<file path="config.mk">
export PLATFORM = sky130hd
export DESIGN_NAME = assoc_lookup_cache
export DESIGN_NICKNAME = d
export VERILOG_FILES = /design/src/rtl/cache_geom_pkg.sv /design/src/rtl/cache_addr_split.sv /design/src/rtl/cache_way.sv /design/src/rtl/cache_hit_select.sv /design/src/rtl/assoc_lookup_cache.sv
export SDC_FILE = /design/constraint.sdc
export NUM_CORES = 1
export LEC_CHECK = 0
export BUFFER_PORTS_ARGS = -buffer_cell sky130_fd_sc_hd__buf_4
export CORE_MARGIN = 3
export CORE_UTILIZATION = 63
export DETAILED_ROUTE_END_ITERATION = 12
export GPL_TIMING_DRIVEN = 0
export PLACE_DENSITY = 0.81
export SLEW_MARGIN = 20
export SYNTH_ARGS = -nofsm -noshare
export SYNTH_HDL_FRONTEND = slang
export SYNTH_SLANG_ARGS = --single-unit
</file>
<file path="constraint.sdc">
create_clock -name clk -period 6.23 [get_ports clk]
set_clock_uncertainty 0.05 [all_clocks]
set_input_delay 1.246 -clock clk [delete_from_list [all_inputs] [get_ports clk]]
set_output_delay 1.246 -clock clk [all_outputs]
set_load 0.01 [all_outputs]
</file>
<file path="src/rtl/cache_geom_pkg.sv">
package cache_geom_pkg;
    localparam int BYTE_W = 8;
    typedef logic [BYTE_W-1:0] byte_t;
endpackage

</file>
<file path="src/rtl/cache_addr_split.sv">
// Splits a line address (byte address without its offset) into set index and tag.
module cache_addr_split #(
    parameter int LADDR_W = 9,
    parameter int IDX_W   = 2,
    parameter int IDX_WS  = 2,
    parameter int TAG_W   = 7
) (
    input  logic [LADDR_W-1:0] laddr,
    output logic [IDX_WS-1:0]  idx,
    output logic [TAG_W-1:0]   tag
);
    generate
        if (IDX_W == 0) begin : g_no_index
            assign idx = '0;
            assign tag = laddr;
        end else begin : g_index
            assign idx = laddr[IDX_W-1:0];
            assign tag = laddr[LADDR_W-1:IDX_W];
        end
    endgenerate
endmodule

</file>
<file path="src/rtl/cache_way.sv">
// One way: per-set tag, valid bit and line bytes, plus its own tag comparator.
module cache_way
    import cache_geom_pkg::*;
#(
    parameter int SETS       = 4,
    parameter int IDX_WS     = 2,
    parameter int TAG_W      = 7,
    parameter int LINE_BYTES = 8,
    parameter int OFF_W      = 3
) (
    input  logic                         clk,
    input  logic                         rst_n,
    input  logic [IDX_WS-1:0]            lk_idx,
    input  logic [TAG_W-1:0]             lk_tag,
    input  logic [OFF_W-1:0]             lk_off,
    input  logic                         wr_en,
    input  byte_t                        wr_data,
    input  logic                         fl_en,
    input  logic [IDX_WS-1:0]            fl_idx,
    input  logic [TAG_W-1:0]             fl_tag,
    input  logic [LINE_BYTES-1:0][BYTE_W-1:0] fl_line,
    output logic                         match,
    output byte_t                        rbyte
);
    logic [SETS-1:0]                    valid_q;
    logic [TAG_W-1:0]                   tag_q  [SETS];
    logic [LINE_BYTES-1:0][BYTE_W-1:0]  line_q [SETS];
    logic                               collide;

    assign collide = fl_en && (fl_idx == lk_idx);

    always_ff @(posedge clk or negedge rst_n) begin
        if (!rst_n) begin
            valid_q <= '0;
        end else if (fl_en) begin
            valid_q[fl_idx] <= 1'b1;
        end
    end

    always_ff @(posedge clk) begin
        if (fl_en) begin
            tag_q[fl_idx]  <= fl_tag;
            line_q[fl_idx] <= fl_line;
        end
        if (wr_en && !collide) begin
            line_q[lk_idx][lk_off] <= wr_data;
        end
    end

    assign match = valid_q[lk_idx] && (tag_q[lk_idx] == lk_tag);
    assign rbyte = line_q[lk_idx][lk_off];
endmodule

</file>
<file path="src/rtl/cache_hit_select.sv">
// Gates per-way matches with the request and merges the way bytes.
module cache_hit_select
    import cache_geom_pkg::*;
#(
    parameter int WAYS = 2
) (
    input  logic                          req,
    input  logic [WAYS-1:0]               match,
    input  logic [WAYS-1:0][BYTE_W-1:0]   rbytes,
    output logic                          hit,
    output logic [WAYS-1:0]               hit_way,
    output byte_t                         rdata
);
    always_comb begin
        rdata = '0;
        for (int w = 0; w < WAYS; w++) begin
            if (req && match[w]) begin
                rdata = rdata | rbytes[w];
            end
        end
    end

    assign hit_way = req ? match : '0;
    assign hit     = |hit_way;
endmodule

</file>
<file path="src/rtl/assoc_lookup_cache.sv">
module assoc_lookup_cache
    import cache_geom_pkg::*;
#(
    parameter int ADDR_W     = 12,
    parameter int NUM_LINES  = 8,
    parameter int LINE_BYTES = 8,
    parameter int WAYS       = 2,
    localparam int OFF_W     = $clog2(LINE_BYTES),
    localparam int WAY_W     = (WAYS > 1) ? $clog2(WAYS) : 1,
    localparam int LINE_W    = LINE_BYTES * BYTE_W
) (
    input  logic                  clk,
    input  logic                  rst_n,
    input  logic                  cpu_req,
    input  logic                  cpu_we,
    input  logic [ADDR_W-1:0]     cpu_addr,
    input  logic [BYTE_W-1:0]     cpu_wdata,
    output logic                  hit,
    output logic [WAYS-1:0]       hit_way,
    output logic [BYTE_W-1:0]     rdata,
    input  logic                  fill_en,
    input  logic [WAY_W-1:0]      fill_way,
    input  logic [ADDR_W-OFF_W-1:0] fill_laddr,
    input  logic [LINE_W-1:0]     fill_line
);
    localparam int SETS    = NUM_LINES / WAYS;
    localparam int IDX_W   = $clog2(SETS);
    localparam int IDX_WS  = (IDX_W > 0) ? IDX_W : 1;
    localparam int LADDR_W = ADDR_W - OFF_W;
    localparam int TAG_W   = LADDR_W - IDX_W;

    logic [IDX_WS-1:0]             cpu_idx, fil_idx;
    logic [TAG_W-1:0]              cpu_tag, fil_tag;
    logic [OFF_W-1:0]              cpu_off;
    logic [WAYS-1:0]               way_match;
    logic [WAYS-1:0][BYTE_W-1:0]   way_rbyte;

    assign cpu_off = cpu_addr[OFF_W-1:0];

    cache_addr_split #(
        .LADDR_W(LADDR_W), .IDX_W(IDX_W), .IDX_WS(IDX_WS), .TAG_W(TAG_W)
    ) u_cpu_split (
        .laddr(cpu_addr[ADDR_W-1:OFF_W]), .idx(cpu_idx), .tag(cpu_tag)
    );

    cache_addr_split #(
        .LADDR_W(LADDR_W), .IDX_W(IDX_W), .IDX_WS(IDX_WS), .TAG_W(TAG_W)
    ) u_fill_split (
        .laddr(fill_laddr), .idx(fil_idx), .tag(fil_tag)
    );

    generate
        for (genvar w = 0; w < WAYS; w++) begin : g_way
            logic fill_sel;
            logic wr_sel;
            assign fill_sel = fill_en && (fill_way == WAY_W'(w));
            assign wr_sel   = cpu_req && cpu_we && way_match[w];

            cache_way #(
                .SETS(SETS), .IDX_WS(IDX_WS), .TAG_W(TAG_W),
                .LINE_BYTES(LINE_BYTES), .OFF_W(OFF_W)
            ) u_way (
                .clk     (clk),
                .rst_n   (rst_n),
                .lk_idx  (cpu_idx),
                .lk_tag  (cpu_tag),
                .lk_off  (cpu_off),
                .wr_en   (wr_sel),
                .wr_data (cpu_wdata),
                .fl_en   (fill_sel),
                .fl_idx  (fil_idx),
                .fl_tag  (fil_tag),
                .fl_line (fill_line),
                .match   (way_match[w]),
                .rbyte   (way_rbyte[w])
            );
        end
    endgenerate

    cache_hit_select #(.WAYS(WAYS)) u_sel (
        .req     (cpu_req),
        .match   (way_match),
        .rbytes  (way_rbyte),
        .hit     (hit),
        .hit_way (hit_way),
        .rdata   (rdata)
    );
endmodule

</file>
======== Yosys cells after proc, flatten, opt, wreduce, memory -nomap -nowiden ========
Memories as Yosys holds them, arrays and structs flattened.
Index checks and enable logic that the tools add are counted.
W data, S select, Z words.
storage, ports and cells
  bits of input ports ..................... 99
  output and inout bits ................... 11
  word-level logic and storage cells ...... 59
  register bits ........................... 8
  memories kept ........................... 4
  RAM bits ................................ 568
cells by class
  mux-type cells .......................... 23
  bitwise operators ....................... 4
  reduce and logical (&&, ||, !) cells .... 18
  equality and inequality tests ........... 3
  magnitude comparators ................... 5
memory list
  name                   depth  bits a word  read ports  clocked after Yosys merged registers in  write ports  RTL line         source
  g_way[0].u_way.line_q  4      64           1           0                                        2            cache_way.sv:27  logic [LINE_BYTES-1:0][BYTE_W-1:0] line_q [SETS];
  g_way[1].u_way.line_q  4      64           1           0                                        2            cache_way.sv:27
  g_way[0].u_way.tag_q   4      7            1           0                                        1            cache_way.sv:26  logic [TAG_W-1:0] tag_q [SETS];
  g_way[1].u_way.tag_q   4      7            1           0                                        1            cache_way.sv:26
operators by type and width
  cell                  number
  $mux W64              2
  $bmux W8 S3           2
  $mux W8               5
  $demux W8 S3          1
  $logic_and A1 B1 Y1   15
  $eq A7 B7 Y1          2
  $mux W1               9
  $or A4 B4 Y4          2
  $or A8 B8 Y8          1
  $lt A2 B3 Y1 const B  2
  $bmux W1 S2           2
  $lt A3 B4 Y1 const B  1
  $ge A3 B1 Y1 const B  1
  $demux W1 S2          1
  $eq A2 B2 Y1          1
  $ge A2 B1 Y1 const B  1
  $logic_not A1 Y1      2
  $mux W2               1
  $reduce_or A2 Y1      1
  $not A1 Y1            1

======== Longest topological paths before layout ========
Gate-level depths: netlist of the first run.
  word-level depth ........................ 7
  gate-level depth with buffers ........... 11
  depth with buffers taken out ............ 6

======== By module ========
A second synthesis of the first run with hierarchy kept.
unflattened totals
  cell total of the unflattened synthesis .. 1,712
  area total of the unflattened synthesis .. 29,345.6 um^2
modules (own cells, without submodules)
  module                       sequential area each (um^2)  times used  cells each  area each (um^2)
  cache_way at g_way[0].u_way  8,628.3                      1           835         14,526.4
  cache_way at g_way[1].u_way  8,628.3                      1           833         14,491.4
  cache_hit_select             0.0                          1           22          163.9
  cache_addr_split             0.0                          2           9           67.6
  assoc_lookup_cache           0.0                          1           4           28.8

======== Least setup slack after synthesis of the first run ========
Ideal clock, no wire load.
  path type ............................... input -> output
  start point ............................. in cpu_addr[3]
  end point ............................... out rdata[7]
  cell stages on the path ................. 10
  buffers on the path ..................... 6
  data required time ...................... 4,934 ps
  arrival ................................. 3,349 ps
  path slack .............................. 1,585 ps
  cells stage by stage .................... buf_6 -> buf_6 -> buf_6 -> buf_4 -> buf_4 -> buf_2 -> mux4_2 -> a22oi_1 -> and4_1 -> o22ai_1
on the way
  word-level cells in the longest chain between the ends .. 7
  elaborated cells on any way between the ends .. 21
  classes of those cells .................. eq/ne (2); mux (10); bitwise (1); reduce/logical (4); memory (4)
RTL lines
  what                                                                    RTL line                  source
  start: declaration                                                      assoc_lookup_cache.sv:16  input logic [ADDR_W-1:0] cpu_addr,
  parallel branches: the longest is 6 deep, another holds $mem_v2 Z4 W64  -
  $mux W8 *                                                               cache_hit_select.sv:17    if (req && match[w]) begin
  end: declaration                                                        assoc_lookup_cache.sv:20  output logic [BYTE_W-1:0] rdata,
Every way passes the cells marked *. The select of a mux whose other input is x is not followed.

======== Worst setup path after layout of the first run ========
  start point ............................. in cpu_addr[4]
  end point ............................... out rdata[3]
Same word-level chain as after synthesis.

==> flow_summary.json, run 1 <==
{
  "met2_usage_pct": 63.7,
  "routed_wirelength_um": 110000,
  "endpoint_kind": "primary output",
  "grt.busiest_layer": "met2",
  "fp-row-count": 78,
  "area_growth_pct": 11.4,
  "crit_chain": "buf_2 > buf_2 > buf_2 > buf_2 > buf_2 > buf_2 > mux4_2 > a22oi_1 > and4_1 > o22ai_1 > buf_4",
  "synth_area_um2": 29300,
  "fmax_mhz": 160,
  "reg2reg_depth": 6,
  "synthArstFlopShare_pct": 1.39,
  "wire_per_inst_um": 44.3,
  "outcome": "finished with violations",
  "tns_ns": -0.0104,
  "rr_startpoint": "g_way[0].u_way.tag_q[1][4]",
  "ys_warn_count": 0,
  "syn-num-nets": 1777,
  "grt_overflow": 0,
  "met1_usage_pct": 58.8,
  "ys.flop_type": "edfxtp_1",
  "ctsHoldBuffers": 0,
  "layout.cells.non_filler": 2484,
  "initial_core_util_pct": 64.1,
  "setup.worst_path.end": "rdata[3]",
  "cap_viol_max_count": 0,
  "r2r_end": "g_way[0].u_way.line_q[0][46]",
  "setup_viol": 1,
  "synth_seq_cells": 576,
  "avgSynthCellArea_um2": 17.5,
  "clock_latency_ns": 0.63,
  "drive_above_1_share_pct": 51.9,
  "cts_max_level": 2,
  "grt_pass1_vias": 19100,
  "dp_hpwl_um": 73100,
  "drv_slew": 0,
  "cp_max_fo": 10,
  "rsz0062_at_grt": "no",
  "timing.slew.headroom_pct": 9.04,
  "critPathKind": "in2out",
  "antenna_found_initial": 14,
  "critPathMaxStageDelay_ns": 0.53,
  "final_antenna_net_count": 0,
  "clk_pin_slew_ns": 0.07,
  "hold_viol_final": 0,
  "io_buffers": 95,
  "cts_buffer_depth": 3,
  "gp_congestion": 1.11,
  "hold_class": "in2async",
  "grt_max_degree": 16,
  "cts_sinks": 576,
  "fin_total_pwr_uw": 8750,
  "synth_seq_area_share_pct": 58.9,
  "arrival_ns": 4.94,
  "max-vdd-ir-drop_v": 0.000259,
  "violations": "setup timing",
  "core-area_um2": 45700,
  "vias": 19500,
  "drc": 0,
  "grtUsageMet3_pct": 16.2,
  "grt_usage_pct": 44.6,
  "grt_pass1_wl_um": 150000,
  "cp_slowest_cell": "buf_2",
  "ios": 110,
  "dp_cells": 2376,
  "p_per_area_nw_per_um2": 268,
  "die_w_um": 222,
  "period_share_pct": 100,
  "avgViaCountPerCell": 7.84,
  "root_buffer": "clkbuf_16",
  "die_y_um": 222,
  "cts_buffers": 57,
  "synth_edf_count": 568,
  "postCtsSetupBuffers": 0,
  "fin_nets": 1935,
  "yosysUniqueCellTypes": 45,
  "cts-resized-gates": 6,
  "cts_tree": "yes",
  "fin_ws_ns": -0.0104,
  "cp-startpoint": "cpu_addr[4]",
  "startpoint_type": "primary input",
  "synthCells": 1678,
  "firstDrtPassIters": 6,
  "required_ns": 4.93,
  "cpMostUsedCell": "buf_2",
  "drt_first_iter_violations": 4012,
  "period_minus_slack_ns": 6.24,
  "rrSetupSlack_ns": 2.71,
  "p_leak_uw": 0.0115,
  "worstMarginPinSlew_ns": 1.36,
  "dieArea_um2": 49100
}
==> registers in the layout, summed over array words and instances, names as in the netlist <==
name / flops
g_way.u_way.line_q: 512
g_way.u_way.tag_q: 56
g_way.u_way.valid_q: 8
==> cells in the final DEF (no fill, tap or decap), types with 15 or more instances in the layout <==
cell,instances
nand3_2,24
clkbuf_2,31
buf_1,15
buf_4,104
mux4_2,139
mux2_2,513
edfxtp_1,568
nand4_4,29
clkbuf_1,53
clkbuf_16,59
a22oi_1,21
o22ai_1,40
buf_2,30
nand2_1,79
==> cells in the mapped netlist (2+ instances only) <==
master | instances | area share (%)
clkbuf_1 | 68 | 0.87
nand4_4 | 29 | 2.1
dfrtp_1 | 8 | 0.68
xor2_1 | 12 | 0.36
inv_1 | 12 | 0.15
a22oi_1 | 22 | 0.56
mux4_2 | 139 | 11
nand3_2 | 24 | 0.82
buf_4 | 8 | 0.20
buf_6 | 9 | 0.35
o22ai_1 | 40 | 0.85
a22o_1 | 5 | 0.15
edfxtp_1 | 568 | 58
buf_1 | 19 | 0.24
a221oi_1 | 5 | 0.15
nand2_1 | 79 | 1.0
a211oi_1 | 2 | 0.051
xnor2_1 | 6 | 0.18
and2_1 | 4 | 0.085
or4_1 | 8 | 0.20
buf_2 | 27 | 0.46
and3_1 | 7 | 0.15
nand3_1 | 6 | 0.10
nand4_1 | 2 | 0.043
or2_2 | 2 | 0.043
mux2i_1 | 7 | 0.24
o32ai_1 | 2 | 0.060
nor2_1 | 7 | 0.090
mux2_2 | 513 | 20
nand2b_1 | 7 | 0.15
nor2b_1 | 5 | 0.11
and4_1 | 4 | 0.12
nand4_2 | 10 | 0.43
==> power by group <==
part           switching (uW)  internal [uW]  leakage [uW]  total (uW)
clock                    1510           1850      0.000847        3360
sequential               31.7           4390       0.00523        4420
combinational             629            339       0.00537         968
total                    2170           6580        0.0115        8750
==> through the flow <==
stage                     instance area, um2  setup WS (ns)  hold WS, ns  util, %
final                                  32600        -0.0104        0.364     71.4
after floorplan                        29300           1.58        0.364        -
after detailed placement               30800         -0.285        0.389     67.5
after global routing                   32600         0.0681        0.378     71.4
after global placement                 30800         -0.466        0.387     67.4
after CTS                              32600         0.0766        0.360     71.4
==> cell type report <==
class                      instances  area, um2
antenna                            7       17.5
buffer                           131        677
clock buffer                      76       1540
clock inverter                    24        200
fill                            2899      13000
inverter                          12       45.0
multi-input combinational        959      11400
sequential                       576      17300
tap                              600        751
timing repair buffer              99        754
==> worst max-delay path: cells and delay by family <==
| family | cells | cell delay, ns |
|---|---|---|
| compound gates | 2 | 0.64 |
| simple gates | 1 | 0.35 |
| buf+inv | 7 | 2.29 |
| mux | 1 | 0.40 |
==> layer usage <==
layer  wire [um]  vias to the layer above
met1       36000                     9882
met2       47100                     1954
li1            -                     7172
met4        8920                       10
met3       18100                      452
met5          58                        -
==> cells by family (layout without fill, tap and decap cells) <==
group | after synthesis | count (layout) | share of synthesized area (%)
other cells | 0 | 7 | 0
simple gates | 203 | 203 | 5.72
flops | 576 | 576 | 58.9
mux | 659 | 659 | 30.6
buf+inv | 143 | 342 | 2.28
xor+xnor | 18 | 18 | 0.538
compound gates | 79 | 79 | 1.92
==> worst min path at each step <==
stage | startpoint | end | slack [ns] | cells past startpoint
CTS | rst_n | g_way[1].u_way.valid_q[1] | 0.36 | 1
finish | rst_n | g_way[1].u_way.valid_q[1] | 0.36 | 1
global placement | g_way[0].u_way.valid_q[2] | g_way[0].u_way.valid_q[2] | 0.39 | 2
global route | rst_n | g_way[0].u_way.valid_q[3] | 0.38 | 1
floorplan | g_way[0].u_way.valid_q[2] | g_way[0].u_way.valid_q[2] | 0.36 | 2
detailed placement | g_way[0].u_way.valid_q[2] | g_way[0].u_way.valid_q[2] | 0.39 | 2
No activity file was read; power rests on OpenSTA's default activity.
==> run 2: changes to the inputs <==
- CTS_CLUSTER_SIZE: default -> 16
- SYNTH_HIERARCHICAL: default -> 1
- clock period: 6.23 -> 7.2 ns (I/O delays scaled with it)
==> flow_summary.json, run 2 <==
{
  "outcome": "complete, no violations",
  "synth_seq_cells": 576,
  "critPathKind": "in2out",
  "rrSetupSlack_ns": 2.74,
  "yosysUniqueCellTypes": 57,
  "hold_viol_final": 0,
  "area_growth_pct": 11.4,
  "timing.slew.headroom_pct": 24.3,
  "synth_top_area_cell": "edfxtp_1",
  "cts_max_level": 2,
  "cts_sinks": 576,
  "avgViaCountPerCell": 7.33,
  "cap_viol_max_count": 0,
  "cts_tree": "yes",
  "setup_viol": 0,
  "drt_first_iter_violations": 2907,
  "worstMarginPinSlew_ns": 1.14,
  "clock_latency_ns": 0.63,
  "synthCells": 1712,
  "avgSynthCellArea_um2": 17.1,
  "yosys-top-cells-area": "edfxtp_1 (58%), mux2_2 (19%), mux4_2 (10%)",
  "postCtsSetupBuffers": 0,
  "ys.flop_type": "edfxtp_1",
  "dp_hpwl_um": 64300,
  "period_minus_slack_ns": 6.45,
  "root_buffer": "clkbuf_16",
  "drive_above_1_share_pct": 50.9,
  "synth_seq_area_share_pct": 58.8,
  "fp-row-count": 78,
  "routed_wirelength_um": 93800,
  "fillCellCount": 2862,
  "initial_core_util_pct": 64.3,
  "reg.largest.list": "g_way.u_way/line_q (512), g_way.u_way/tag_q (56), g_way.u_way/valid_q (8)",
  "dieArea_um2": 49200,
  "antenna_found_initial": 4,
  "required_ns": 5.71,
  "grt_pass1_vias": 18500,
  "ys_warn_count": 6,
  "firstDrtPassIters": 7,
  "fin_nets": 1963,
  "drc": 0,
  "drv_slew": 0,
  "period_share_pct": 89.5,
  "postLayoutCoreUtil_pct": 71.6,
  "p_leak_uw": 0.0106,
  "cts_buffer_depth": 3,
  "layout_common_cells": "edfxtp_1 (568), mux2_2 (501), mux4_2 (136)",
  "cp_max_fo": 10,
  "yosysMostFrequentCell": "edfxtp_1",
  "vias": 18400,
  "die_y_um": 222,
  "tns_ns": 0,
  "synthArstFlopShare_pct": 1.39,
  "mostFrequentLayoutCell": "edfxtp_1",
  "clk_pin_slew_ns": 0.06,
  "fin_total_pwr_uw": 7610,
  "cts-resized-gates": 0,
  "ctsHoldBuffers": 0,
  "cts_buffers": 59,
  "r2r_end": "g_way[1].u_way/line_q[2][8]",
  "synth_edf_count": 568,
  "ys_top_cells_by_count": "edfxtp_1 (568), mux2_2 (501), mux4_2 (136), a22oi_1 (71), clkbuf_1 (64)",
  "setup.worst_path.end": "rdata[3]",
  "grt_max_degree": 16,
  "grt_pass1_wl_um": 132000,
  "layout.cells.non_filler": 2516,
  "rr_startpoint": "g_way[1].u_way/tag_q[1][4]",
  "final_antenna_net_count": 0,
  "die_w_um": 222,
  "dp_cells": 2403,
  "largest-register": "g_way.u_way/line_q",
  "fmax_mhz": 155,
  "ios": 110,
  "arrival_ns": 4.96,
  "gp_congestion": 1.02,
  "grt_overflow": 0,
  "p_per_area_nw_per_um2": 233,
  "core-area_um2": 45700,
  "startpoint_type": "primary input",
  "synth_area_um2": 29300,
  "largest_reg_flops": 512,
  "syn-num-nets": 1811,
  "io_buffers": 91,
  "endpoint_kind": "primary output",
  "wire_per_inst_um": 37.3,
  "hold_class": "reg2reg",
  "grt_usage_pct": 38.0,
  "rsz0062_at_grt": "no",
  "max-vdd-ir-drop_v": 0.000270,
  "cp-startpoint": "cpu_addr[4]",
  "reg2reg_depth": 9,
  "yosysTopAreaCellShare_pct": 58.1
}
==> run 2: cell types whose count changed after synthesis, sizes merged, moves of 5 or more <==
cell and delta:
nand4 -22, o21ai +48, a22oi +50, o22ai -40, nand2 -38, nor2 +49, buf +14, a22o -5
nand3 -23, or4 -8, xor2 -5
==> run 2: area by class of cell <==
type	count	area (um2)	area share, %
diodes	1	2.50	0.00766
clock inverters	38	352	1.08
multi-input cells	987	11300	34.6
clock buffers	74	1550	4.75
inverters	8	30.0	0.0919
well taps	600	751	2.30
plain buffers	141	738	2.26
repair buffers	91	683	2.09
flip-flops and latches	576	17300	52.8
==> run 2: worst max-delay path, stage by stage <==
cell	delay, ns
buf_4	0.10
buf_2	0.19
buf_2	0.41
buf_1	0.89
mux4_2	0.42
a22oi_1	0.50
nand4_1	0.38
a22oi_1	0.36
nor2b_1	0.09
buf_4	0.15
==> run 2: power by group <==
part / total [uW] / switching (uW) / internal (uW)
clock: 3040 / 1300 / 1740
sequential: 3830 / 27.4 / 3800
combinational: 736 / 445 / 291
==> run 2: cell families (layout without fill, tap and decap cells) <==
logic type                after synthesis  count (layout)  synth area share, %
buffers and inverters                 149             352                 2.62
other                                   0               1                    0
AOI/OAI and AO/OA                     127             127                 2.90
muxes                                 661             661                 30.6
DFF                                   576             576                 58.8
and+or+nand+nor                       183             183                 4.55
xor gates and xnor gates               16              16                0.478
==> run 2: how the worst min path moves through the flow <==
stage / startpoint / end / slack, ns / depth (start not counted)
after floorplan: g_way[0].u_way/valid_q[3] / g_way[0].u_way/valid_q[3] / 0.37 / 1
after global placement: g_way[0].u_way/valid_q[3] / g_way[0].u_way/valid_q[3] / 0.40 / 1
after detailed placement: g_way[0].u_way/valid_q[2] / g_way[0].u_way/valid_q[2] / 0.40 / 1
after CTS: g_way[1].u_way/valid_q[3] / g_way[1].u_way/valid_q[3] / 0.42 / 1
after global routing: g_way[1].u_way/valid_q[2] / g_way[1].u_way/valid_q[2] / 0.43 / 1
final: g_way[0].u_way/valid_q[2] / g_way[0].u_way/valid_q[2] / 0.42 / 1
==> run 2: stage by stage <==
stage               hold slack, ns  instance area [um2]  worst slack (ns)
floorplan                    0.375                29300              2.35
global placement             0.395                30800             0.968
detailed placement           0.402                30800              1.03
CTS                          0.418                32700              1.03
global route                 0.430                32700             0.835
finish                       0.415                32700             0.753
==> run 2: routing by layer <==
layer,vias to the layer above,routed length (um),track usage (%)
met4,0,5280,17.1
met2,1493,43400,58.7
li1,7230,-,-
met5,-,0,0
met1,9406,32600,51.7
met3,308,12500,9.48
